[config.mk]
export PLATFORM = sky130hd
export DESIGN_NAME = xram_rdport
export DESIGN_NICKNAME = d
export VERILOG_FILES = /design/src/rtl/xram_pkg.sv /design/src/rtl/xram_array.sv /design/src/rtl/xram_bypass.sv /design/src/rtl/xram_rdreg.sv /design/src/rtl/xram_rdport.sv
export SDC_FILE = /design/constraint.sdc
export NUM_CORES = 1
export LEC_CHECK = 0
export CORE_AREA = 2 2 157 159
export DETAILED_ROUTE_END_ITERATION = 12
export DIE_AREA = 0 0 159 161
export GPL_TIMING_DRIVEN = 1
export HOLD_SLACK_MARGIN = 0.06
export MAX_ROUTING_LAYER = met4
export SYNTH_ARGS = -nofsm -noshare
export SYNTH_HDL_FRONTEND = slang
export SYNTH_SLANG_ARGS = --single-unit
[constraint.sdc]
create_clock -name clk -period 1.7 [get_ports clk]
set_input_delay 0.34 -clock clk [delete_from_list [all_inputs] [get_ports clk]]
set_output_delay 0.34 -clock clk [all_outputs]
set_load 0.02 [all_outputs]
[src/rtl/xram_pkg.sv]
package xram_pkg;

    // Widest address the lane helper supports.
    localparam int ADDR_MAX = 16;

    typedef logic [ADDR_MAX-1:0] waddr_t;

    // Action of the read register at a clock edge.
    typedef enum logic [1:0] {
        RQ_HOLD  = 2'd0,
        RQ_LOAD  = 2'd1,
        RQ_CLEAR = 2'd2
    } rq_op_e;

    // Base-word address of one lane of a port that is 2**lg words wide.
    function automatic waddr_t lane_addr(waddr_t a, int lg, int lane);
        waddr_t keep;
        keep = ~((waddr_t'(1) << lg) - waddr_t'(1));
        return (a & keep) | waddr_t'(lane);
    endfunction

    // Reset wins over enable.
    function automatic rq_op_e rq_decide(logic srst, logic en);
        if (srst)
            return RQ_CLEAR;
        if (en)
            return RQ_LOAD;
        return RQ_HOLD;
    endfunction

endpackage

[src/rtl/xram_array.sv]
module xram_array
    import xram_pkg::*;
#(
    parameter int ADDR_W  = 4,
    parameter int BASE_W  = 8,
    parameter int RD_LOG2 = 1,
    parameter int WA_LOG2 = 0,
    parameter int WB_LOG2 = 2
) (
    input  logic                          clk,
    input  logic [ADDR_W-1:0]             rd_addr,
    input  logic [ADDR_W-1:0]             wa_addr,
    input  logic [(BASE_W<<WA_LOG2)-1:0]  wa_data,
    input  logic [(BASE_W<<WA_LOG2)-1:0]  wa_be,
    input  logic [ADDR_W-1:0]             wb_addr,
    input  logic [(BASE_W<<WB_LOG2)-1:0]  wb_data,
    input  logic [(BASE_W<<WB_LOG2)-1:0]  wb_be,
    output logic [(BASE_W<<RD_LOG2)-1:0]  rd_raw
);
    localparam int DEPTH    = 1 << ADDR_W;
    localparam int RD_LANES = 1 << RD_LOG2;
    localparam int WA_LANES = 1 << WA_LOG2;
    localparam int WB_LANES = 1 << WB_LOG2;

    logic [BASE_W-1:0] mem [DEPTH];

    // Port A is applied first and port B second, so B wins a shared bit.
    always_ff @(posedge clk) begin
        for (int i = 0; i < WA_LANES; i++) begin
            for (int b = 0; b < BASE_W; b++) begin
                if (wa_be[i*BASE_W+b])
                    mem[ADDR_W'(lane_addr(waddr_t'(wa_addr), WA_LOG2, i))][b] <= wa_data[i*BASE_W+b];
            end
        end
        for (int i = 0; i < WB_LANES; i++) begin
            for (int b = 0; b < BASE_W; b++) begin
                if (wb_be[i*BASE_W+b])
                    mem[ADDR_W'(lane_addr(waddr_t'(wb_addr), WB_LOG2, i))][b] <= wb_data[i*BASE_W+b];
            end
        end
    end

    always_comb begin
        for (int j = 0; j < RD_LANES; j++)
            rd_raw[j*BASE_W +: BASE_W] = mem[ADDR_W'(lane_addr(waddr_t'(rd_addr), RD_LOG2, j))];
    end

endmodule

[src/rtl/xram_bypass.sv]
module xram_bypass
    import xram_pkg::*;
#(
    parameter int ADDR_W  = 4,
    parameter int BASE_W  = 8,
    parameter int RD_LOG2 = 1,
    parameter int WR_LOG2 = 0
) (
    input  logic [ADDR_W-1:0]             rd_addr,
    input  logic [(BASE_W<<RD_LOG2)-1:0]  din,
    input  logic [ADDR_W-1:0]             wr_addr,
    input  logic [(BASE_W<<WR_LOG2)-1:0]  wr_data,
    input  logic [(BASE_W<<WR_LOG2)-1:0]  wr_be,
    output logic [(BASE_W<<RD_LOG2)-1:0]  dout
);
    localparam int RD_LANES = 1 << RD_LOG2;
    localparam int WR_LANES = 1 << WR_LOG2;

    // Every read lane is compared with every write lane; each matching
    // pair steers only the bits whose write enable is set.
    always_comb begin
        dout = din;
        for (int j = 0; j < RD_LANES; j++) begin
            for (int i = 0; i < WR_LANES; i++) begin
                if (lane_addr(waddr_t'(rd_addr), RD_LOG2, j) ==
                    lane_addr(waddr_t'(wr_addr), WR_LOG2, i)) begin
                    for (int b = 0; b < BASE_W; b++) begin
                        if (wr_be[i*BASE_W+b])
                            dout[j*BASE_W+b] = wr_data[i*BASE_W+b];
                    end
                end
            end
        end
    end

endmodule

[src/rtl/xram_rdreg.sv]
module xram_rdreg
    import xram_pkg::*;
#(
    parameter int           W       = 16,
    parameter logic [W-1:0] INIT_V  = '0,
    parameter logic [W-1:0] RESET_V = '0
) (
    input  logic         clk,
    input  logic         srst,
    input  logic         en,
    input  logic [W-1:0] d,
    output logic [W-1:0] q
);
    logic [W-1:0] q_r = INIT_V;
    rq_op_e       op;

    assign op = rq_decide(srst, en);

    always_ff @(posedge clk) begin
        case (op)
            RQ_CLEAR: q_r <= RESET_V;
            RQ_LOAD:  q_r <= d;
            default:  q_r <= q_r;
        endcase
    end

    assign q = q_r;

endmodule

[src/rtl/xram_rdport.sv]
module xram_rdport
    import xram_pkg::*;
#(
    parameter int ADDR_W  = 4,
    parameter int BASE_W  = 8,
    parameter int RD_LOG2 = 1,
    parameter int WA_LOG2 = 0,
    parameter int WB_LOG2 = 2,
    parameter logic [(BASE_W<<RD_LOG2)-1:0] RD_INIT   = 16'h5AC3,
    parameter logic [(BASE_W<<RD_LOG2)-1:0] RD_RSTVAL = 16'hE10F
) (
    input  logic                          clk,
    input  logic                          rd_srst,
    input  logic                          rd_en,
    input  logic [ADDR_W-1:0]             rd_addr,
    output logic [(BASE_W<<RD_LOG2)-1:0]  rd_data,
    input  logic [ADDR_W-1:0]             wa_addr,
    input  logic [(BASE_W<<WA_LOG2)-1:0]  wa_data,
    input  logic [(BASE_W<<WA_LOG2)-1:0]  wa_be,
    input  logic [ADDR_W-1:0]             wb_addr,
    input  logic [(BASE_W<<WB_LOG2)-1:0]  wb_data,
    input  logic [(BASE_W<<WB_LOG2)-1:0]  wb_be
);
    // ADDR_W must not exceed xram_pkg::ADDR_MAX.
    localparam int RD_W = BASE_W << RD_LOG2;

    logic [RD_W-1:0] arr_data;
    logic [RD_W-1:0] fwd_a;
    logic [RD_W-1:0] fwd_b;

    xram_array #(
        .ADDR_W(ADDR_W), .BASE_W(BASE_W), .RD_LOG2(RD_LOG2),
        .WA_LOG2(WA_LOG2), .WB_LOG2(WB_LOG2)
    ) u_array (
        .clk(clk), .rd_addr(rd_addr),
        .wa_addr(wa_addr), .wa_data(wa_data), .wa_be(wa_be),
        .wb_addr(wb_addr), .wb_data(wb_data), .wb_be(wb_be),
        .rd_raw(arr_data)
    );

    // Stage order fixes priority: port B's stage sits last.
    xram_bypass #(
        .ADDR_W(ADDR_W), .BASE_W(BASE_W), .RD_LOG2(RD_LOG2), .WR_LOG2(WA_LOG2)
    ) u_fwd_a (
        .rd_addr(rd_addr), .din(arr_data),
        .wr_addr(wa_addr), .wr_data(wa_data), .wr_be(wa_be),
        .dout(fwd_a)
    );

    xram_bypass #(
        .ADDR_W(ADDR_W), .BASE_W(BASE_W), .RD_LOG2(RD_LOG2), .WR_LOG2(WB_LOG2)
    ) u_fwd_b (
        .rd_addr(rd_addr), .din(fwd_a),
        .wr_addr(wb_addr), .wr_data(wb_data), .wr_be(wb_be),
        .dout(fwd_b)
    );

    xram_rdreg #(
        .W(RD_W), .INIT_V(RD_INIT), .RESET_V(RD_RSTVAL)
    ) u_rdreg (
        .clk(clk), .srst(rd_srst), .en(rd_en), .d(fwd_b), .q(rd_data)
    );

endmodule

After elaboration in Yosys (flattened, before gate mapping)
Memories as Yosys holds them, arrays and structs flattened.
Index checks and enable logic that the tools add are counted.
{ "word_totals": {"mem_count": 1, "mem_bits_rw": 128, "register_bits": 16, "out_inout_bits": 16, "elab_cells": 151, "input_bits": 95} }
{ "op_classes": {"eq_ne": 6, "mux": 142, "n_reduce_logical": 1} }
{ "memory_table": {"columns": ["name", "words", "word_bits", "read_ports", "rd_clocked_by_memory_dff", "wr", "line_no", "source"], "rows": [
  ["u_array.mem", 16, 8, 2, 0, 5, "xram_array.sv:25", "logic [BASE_W-1:0] mem [DEPTH];"]
]} }
{ "op_table": {"columns": ["operator", "count"], "rows": [
  ["two-way mux 1 bit", 131],
  ["two-way mux 8 bit", 6],
  ["one-hot mux 16 bit (2 select lines)", 1],
  ["== test 4 bit", 2],
  ["two-way mux 2 bit", 4],
  ["== test 3 bit", 2],
  ["== test 2 x 1 -> 1 bit, second input constant", 1],
  ["== test 2 bit, second input constant", 1],
  ["nonzero test 2 bit", 1]
]} }

Depth between registers and ports, before layout
Gate-level depths: netlist of the first run.
An unclocked memory read counts as a cell.
{ "depth": {"ltp_word": 8, "mapped_depth": 8, "mapped_depth_nobuf": 5} }

Modules after synthesis
A second synthesis of the first run with hierarchy kept.
{ "hier_totals": {"cells_unflattened": 867, "hier_area_um2": 10851.7} }
{ "by_module_without_submodules": {"columns": ["module", "n_inst", "area_per_inst_um2", "cells_per_inst", "seq_area_each_um2"], "rows": [
  ["xram_array", 1, 8891.0, 667, 3843.7],
  ["xram_bypass (u_fwd_b)", 1, 797.0, 110, 0.0],
  ["xram_rdreg", 1, 653.1, 35, 480.5],
  ["xram_bypass (u_fwd_a)", 1, 510.5, 55, 0.0]
]} }

Worst setup path before layout of the first run
OpenSTA, ideal clock, no wires.
{ "synth_path": {"path_type": "in2reg", "start": "input rd_addr[1]", "end": "register u_rdreg.q_r[7] (netlist: u_rdreg.q[7]) (data pin)", "stages": 7, "setup_time_ps": 270, "setup_slack_ps": -148, "arrival_ps": 1579, "path_buffers": 2, "t_required_ps": 1430, "cell_sequence": "buf_6 > buf_6 > mux4_2 > mux2i_1 > a21oi_1 > a311oi_1 > nor3_1"} }
{ "synth_between": {"elab_chain_cells": 8, "elab_cells_between_ends": 11, "cone_classes": "eq/ne: 3; mux: 7; memory: 1"} }
{ "synth_rtl": {"columns": ["element", "line_no", "source"], "rows": [
  ["start: declaration", "xram_rdport.sv:15", "input logic [ADDR_W-1:0] rd_addr,"],
  ["memory (16 x 8 bit)", null, null],
  ["two-way mux 1 bit", "xram_bypass.sv:28", "if (wr_be[i*BASE_W+b])"],
  ["two-way mux 8 bit", "xram_bypass.sv:25", "if (lane_addr(waddr_t'(rd_addr), RD_LOG2, j) =="],
  ["two-way mux 1 bit", "xram_bypass.sv:28", null],
  ["two-way mux 8 bit", "xram_bypass.sv:25", null],
  ["two-way mux 1 bit", "xram_bypass.sv:28", null],
  ["two-way mux 8 bit (*)", "xram_bypass.sv:25", null],
  ["one-hot mux 16 bit (2 select lines) (*)", "xram_rdreg.sv:20", "case (op)"],
  ["end signal: assignment", "xram_rdreg.sv:23", "default: q_r <= q_r;"],
  ["end: declaration", "xram_rdreg.sv:14", "logic [W-1:0] q_r = INIT_V;"]
]} }
Every way passes the cells marked *; elsewhere a longest branch is shown, timed or not.
A chain may end at the register's enable or synchronous reset.

==> summary.md, run 1 <==
| Metric | Value |
|---|---|
| Number of buffers created by CTS | 17 |
| Vias per cell | 5.41 |
| Vert. Die Dim | 161 microns |
| CP top delay family | multiplexers |
| Via count | 8,290 |
| Crit. End Element | flop |
| Sequential fraction of the synthesis area | 0.458 |
| Die X | 159 microns |
| Drt drc | 0 |
| Hold WC Path Type | in2reg |
| FF+latch area | 4320 sq um |
| # setup viols final | 0 |
| CP arrival | 1.86 ns |
| Ratio of cells with drive above 1 in the final layout | 0.345 |
| Worst path slowest cell | mux4_2 |
| I/O pin cnt | 111 |
| Netlist cell types | 39 |
| Post-DP HPWL | 22.0 mm |
| Crit Path Max Fanout | 1 |
| Die Area | 25,600 sq um |
| Num Clock Sinks | 144 |
| Layout Nets | 1,292 |
| Routed WL per cell | 20.2 microns |
| CP required | 1.88 ns |
| Share of the synthesized area in the top cell type | 0.458 |
| Clock Latency Late Sink | 0.43 ns |
| First-pass GRT wire length | 47.9 mm |
| Total GRT Usage | 0.251 |
| Clk_skew | 0.00907 ns |
| Initial Utilization | 0.394 |
| Vias in the first global route | 8,358 |
| Crit path cell chain | mux4_2 -> nor2b_1 -> a221o_1 -> o211ai_1 -> nand3_1 |
| Ranking of synthesized cells by area | edfxtp_1, nand2_1, mux2_2 |
| Clk slew on worst S/H paths | 0.06 ns |
| CTS tree | yes |
| Clock buffer depth | 2 |
| Crit path kind | reg2reg |
| Worst Tran Pin Value | 0.492 ns |
| Synth-to-layout area growth | 38.1% |
| Final WS setup | 0.0168 ns |
| Pwr Density | 799 nW/um^2 |
| Drt first pass iters | 5 |
| Largest net degree at the start of global routing | 33 |
| WP buf/inv | 0 |
| H-tree depth | 4 |
| Mapped Nets | 1,025 |
| Post-Syn Area | 9450 sq um |
| Maxcap violations | 0 |
| Clk root buf | clkbuf_16 |
| Hold_buf cts | 0 |
| #FFs+latches synth | 144 |
| Filler instances | 2,150 |
| Place WS | -0.676 ns |
| VDD IR max | 0.543 mV |
| RSZ-0062 raised after global routing | true |
| Site row count | 57 |
| Worst relative slew slack | 0.672 |
| Synthesized area per cell | 10.2 sq um |
| Leakage power | 5.30 nW |
| Port buffer count | 107 |
| Max-slew violation count | 0 |
| Routed Antenna Nets | 0 |
| Initial antenna violation count | 0 |
| Post-route clock period utilization | 0.990 |
| FMAX | 594 MHz |
| Area leader, netlist | edfxtp_1 |
| Remaining Overflow, GRT | 0 |
| Cells after Synth | 930 |
| Pwr Total | 0.0104 W |
| Iteration-0 DRC Markers | 770 |
| Min Tclk post-route | 1.68 ns |
| Status | finished, final reports clean |
| Core area | 24,000 sq um |
| Final Hold Vio Count | 0 |
| Gpl congestion | 0.899 |
| Antenna cells | 0 |
| Final WL | 31.0 mm |
| Max stage delay on crit path | 0.47 ns |
| Startpoint types | flop |
| Synth warn | 0 |
| Multi-input gate area | 4880 sq um |
cells in the final DEF (no fill, tap or decap), types with 7 or more instances in the layout:
cell type,instances
mux4_2,27
nand3_1,11
dlygate4sd2_1,20
clkdlybuf4s50_1,82
nor3_1,7
mux2i_1,12
nand2_1,416
nor2_1,8
a31oi_1,13
a21oi_1,17
mux2_2,132
buf_12,14
edfxtp_1,144
buf_4,183
clkbuf_16,19
o22ai_1,12
where the power goes:
part	internal [W]	switching, W	leakage (nW)	total, W
sequential	0.00420	0.0000830	1.34	0.00428
clock	0.00258	0.00151	0.300	0.00409
combinational	0.00104	0.00101	3.66	0.00205
total	0.00782	0.00260	5.30	0.0104
cells in the mapped netlist (all sizes together):
cell,count
a211oi,2
a32o,6
nor2,11
mux2,132
a221o,1
a22oi,1
xor2,5
o221ai,5
a311oi,4
o211ai,2
o22ai,12
mux2i,16
and3,1
and2,1
a31oi,13
a221oi,1
a32oi,5
a22o,2
nor4b,1
nor3b,1
a21oi,18
nand2,417
buf,31
nor2b,6
nand3b,1
nor4,2
nand2b,6
clkbuf,32
edfxtp,144
or2,1
mux4,28
nand3,11
nor3,11
routing by layer:
metal  vias to the layer above  track usage  routed length (microns)
met5                         -            -                        0
met4                         0       0.0855                     1000
met3                        71       0.0349                     2220
met2                       347        0.405                    14600
met1                      3988        0.328                    13100
li1                       3884            -                        -
kinds of logic after synthesis:
family          count (synthesis)  synth area share
flops                         144             0.458
simple gates                  470             0.199
compound gates                 72            0.0532
mux                           176             0.249
buf+inv                        63            0.0363
xor+xnor                        5           0.00543
layout make-up:
cell class                      instances  share of cell area
Clock inverter                         12              0.0147
Timing Repair Buffer                  311               0.215
Clock buffer                           19              0.0332
Tap cell                              324              0.0311
Sequential cell                       144               0.332
Multi-Input combinational cell        723               0.374
tightest hold or removal path, cell delays in order:
cell and delay (ns):
clkdlybuf4s15_1 0.18, buf_6 0.17, a221oi_1 0.10, o22ai_1 0.16
sequential cells by signal (all words and copies together), names as in the netlist:
signal       flops
u_array.mem    128
u_rdreg.q       16
through the flow:
stage | util | hold slack [ns] | cells | setup TNS (ns) | instance area (sq um)
floorplan | - | 0.560 | 930 | -0.935 | 9490
global placement | 0.510 | 0.865 | 1493 | -114.21 | 12200
detailed placement | 0.510 | 0.893 | 1493 | -119.06 | 12200
CTS | 0.538 | 0.672 | 1527 | 0 | 12900
global route | 0.544 | 0.685 | 1533 | -0.136 | 13000
finish | 0.544 | 0.667 | 1533 | 0 | 13000
worst paths after layout:
kind	slack [ns]	depth (start not counted)	end	start
max	0.02	5	u_rdreg.q[1]$_SDFFCE_PP1P_	u_array.mem[6][1]$_DFFE_PP_
min reg2reg	0.91	3	u_rdreg.q[9]$_SDFFCE_PP0P_	u_array.mem[13][1]$_DFFE_PP_
max reg2reg	0.02	5	u_rdreg.q[1]$_SDFFCE_PP1P_	u_array.mem[6][1]$_DFFE_PP_
min	0.67	4	u_rdreg.q[9]$_SDFFCE_PP0P_	rd_addr[3]
timing repair:
action | CTS | global route
endpoints found under the hold margin | 0 | 0
buffers inserted | 3 | 4
cloned | 0 | 2
gates resized for setup | 34 | 33
setup endpoints to repair | 109 | 57
pin swaps | 3 | 10
(Power assumes the default switching activity.)
==> inputs of run 2 (changes only) <==
==> constraint.sdc (replaced) <==
create_clock -name clk -period 1.7 [get_ports clk]
set_input_delay 0.34 -clock clk [delete_from_list [all_inputs] [get_ports clk]]
set_output_delay 0.34 -clock clk [all_outputs]
set_load 0.1 [all_outputs]
==> summary.md, run 2 (same netlist as run 1, synthesis figures left out) <==
| Metric | Value |
|---|---|
| Status | finished, violations left |
| Failing checks | negative setup slack |
| Hold WC Path Type | in2reg |
| First-pass GRT wire length | 48.9 mm (+2.1%) |
| Clk root buf | clkbuf_16 |
| Final instance area | 13,500 sq um (+3.2%) |
| H-tree depth | 4 (unchanged) |
| CP startpoint | u_array.mem[2][1]$_DFFE_PP_ |
| Worst Tran Pin Value | 0.515 ns (+0.0236 ns) |
| Port buffer count | 107 (unchanged) |
| Largest net degree at the start of global routing | 33 (unchanged) |
| Gpl congestion | 0.911 (+1.3%) |
| Util after Layout | 0.562 (+0.0174) |
| Crit path kind | reg2reg |
| Max stage delay on crit path | 0.47 ns (about the same) |
| Place WS | -0.692 ns (-0.0160 ns) |
| Multi-input gate area | 4930 sq um (+1.1%) |
| I/O pin cnt | 111 (unchanged) |
| FF+latch area | 4320 sq um (unchanged) |
| RSZ-0062 raised after global routing | true |
| Routed WL per cell | 20.5 microns (+1.5%) |
| Worst Reg-to-Reg Cells | 5 (unchanged) |
| Maxcap violations | 0 (unchanged) |
| Post-route clock period utilization | 1.01 (+0.0228) |
| Largest Register | u_array.mem |
| Clock buffer depth | 2 (unchanged) |
| Filler instances | 2,099 (-2.4%) |
| Synth-to-layout area growth | 42.5% |
| Vert. Die Dim | 161 microns (unchanged) |
| Crit. End Element | flop |
| Setup TNS Final | -0.0220 ns (-0.0220 ns) |
| CTS tree | yes |
| FF-to-FF setup slack | -0.02 ns (-0.04 ns) |
| Initial antenna violation count | 0 (unchanged) |
| Remaining Overflow, GRT | 0 (unchanged) |
| Site row count | 57 (unchanged) |
| Final WL | 31.9 mm (+2.9%) |
| Post-DP HPWL | 22.4 mm (+1.8%) |
| Commonest non-fill, non-tap cells in the layout | nand2_1, buf_4, edfxtp_1 |
| Leakage power | 5.51 nW (+4.0%) |
| Routed Antenna Nets | 0 (unchanged) |
| Drt first pass iters | 5 (unchanged) |
| Max FFs per register | 128 (unchanged) |
| # setup viols final | 1 (+1) |
| Worst relative slew slack | 0.657 (-0.0157) |
| Max-slew violation count | 0 (unchanged) |
| Worst R2R Start | u_array.mem[2][1]$_DFFE_PP_ |
| Hold path cells | 6 (+2) |
| Worst path slowest cell | mux4_2 |
| Startpoint types | flop |
| Pwr Total | 0.0108 W (+3.8%) |
| Layout Nets | 1,313 (+1.6%) |
| VDD IR max | 0.643 mV (+18%) |
| Ratio of cells with drive above 1 in the final layout | 0.377 (+0.0323) |
| Vias per cell | 5.49 (+1.6%) |
| Crit. path cell count | 5 (unchanged) |
| Die X | 159 microns (unchanged) |
| Final WS setup | -0.0220 ns (-0.0388 ns) |
| Crit Path Max Fanout | 1 (unchanged) |
| Most common cell after layout, fill and taps aside | nand2_1 |
| CP arrival | 1.89 ns (+0.03 ns) |
| Core area | 24,000 sq um (unchanged) |
| FMAX | 581 MHz (-2.3%) |
| Min Tclk post-route | 1.72 ns (+0.0388 ns) |
| Hold_buf cts | 0 (unchanged) |
| Clk slew on worst S/H paths | 0.06 ns (about the same) |
| Die Area | 25,600 sq um (unchanged) |
| WP buf/inv | 0 (unchanged) |
| Placement Cell Area | 12,500 sq um (+1.9%) |
| Pwr Density | 804 nW/um^2 (+0.56%) |
| CP Capture Point | u_rdreg.q[1]$_SDFFCE_PP1P_ |
| Number of buffers created by CTS | 17 (unchanged) |
| Crit path cell chain | mux4_2 -> nor2b_4 -> a221o_1 -> o211ai_1 -> nand3_1 |
| Num Clock Sinks | 144 (unchanged) |
| Drt drc | 0 (unchanged) |
| Initial Utilization | 0.394 (unchanged) |
| Clk_skew | 0.00658 ns (-0.00249 ns) |
| Iteration-0 DRC Markers | 831 (+7.9%) |
| Via count | 8,534 (+2.9%) |
| CP top delay family | multiplexers |
| Final Hold Vio Count | 0 (unchanged) |
| CP required | 1.87 ns (about the same) |
| Total GRT Usage | 0.259 (+0.00771) |
| Antenna cells | 0 (unchanged) |
| Vias in the first global route | 8,548 (+2.3%) |
| Clock Latency Late Sink | 0.43 ns (about the same) |
| Worst reg2reg endpoint | u_rdreg.q[1]$_SDFFCE_PP1P_ |
-- run 2: cell type report --
type / instances / share of cell area
clock inverter: 13 / 0.0144
sequential: 144 / 0.321
tap: 324 / 0.0301
clock buffer: 18 / 0.0319
timing repair buffer: 332 / 0.236
multi-input combinational: 723 / 0.366
-- run 2: metal layers --
layer | wire length, microns | global-route usage
met5 | 0 | -
met4 | 939 | 0.0843
met3 | 2640 | 0.0475
met2 | 15300 | 0.416
met1 | 12900 | 0.333
-- run 2: stage by stage --
stage / hold slack, ns / std cells
final: 0.738 / 1554
after global routing: 0.761 / 1554
after CTS: 0.746 / 1550
after detailed placement: 0.893 / 1499
after global placement: 0.884 / 1499
after floorplan: 0.560 / 930
-- run 2: worst reg2reg max path, cell delays in order, from the launching register on --
cell and delay, ns:
edfxtp_1 0.41, mux4_2 0.47, nor2b_4 0.14, a221o_1 0.27, o211ai_1 0.10, nand3_1 0.08
-- run 2: report_power, final --
part,internal [W],switching (W)
clock,0.00257,0.00152
sequential,0.00420,0.0000999
combinational,0.00118,0.00125
-- run 2: repair_timing --
item,in CTS,in global routing
resized for setup,40,37
cloned,3,0
pin swaps,15,12
buffers inserted,17,6
endpoints found under the setup margin,100,16
-- run 2: how the worst min path moves through the flow --
stage / startpoint / endpoint / slack (ns)
2_1_floorplan: wb_data[0] / u_array.mem[0][0]$_DFFE_PP_ / 0.56
3_3_place_gp: u_array.mem[13][1]$_DFFE_PP_ / u_rdreg.q[9]$_SDFFCE_PP0P_ / 0.88
3_5_place_dp: u_array.mem[13][1]$_DFFE_PP_ / u_rdreg.q[9]$_SDFFCE_PP0P_ / 0.89
4_1_cts: wb_data[16] / u_array.mem[6][0]$_DFFE_PP_ / 0.75
5_1_grt: wb_data[16] / u_array.mem[6][0]$_DFFE_PP_ / 0.76
6_report: rd_addr[3] / u_rdreg.q[9]$_SDFFCE_PP0P_ / 0.74
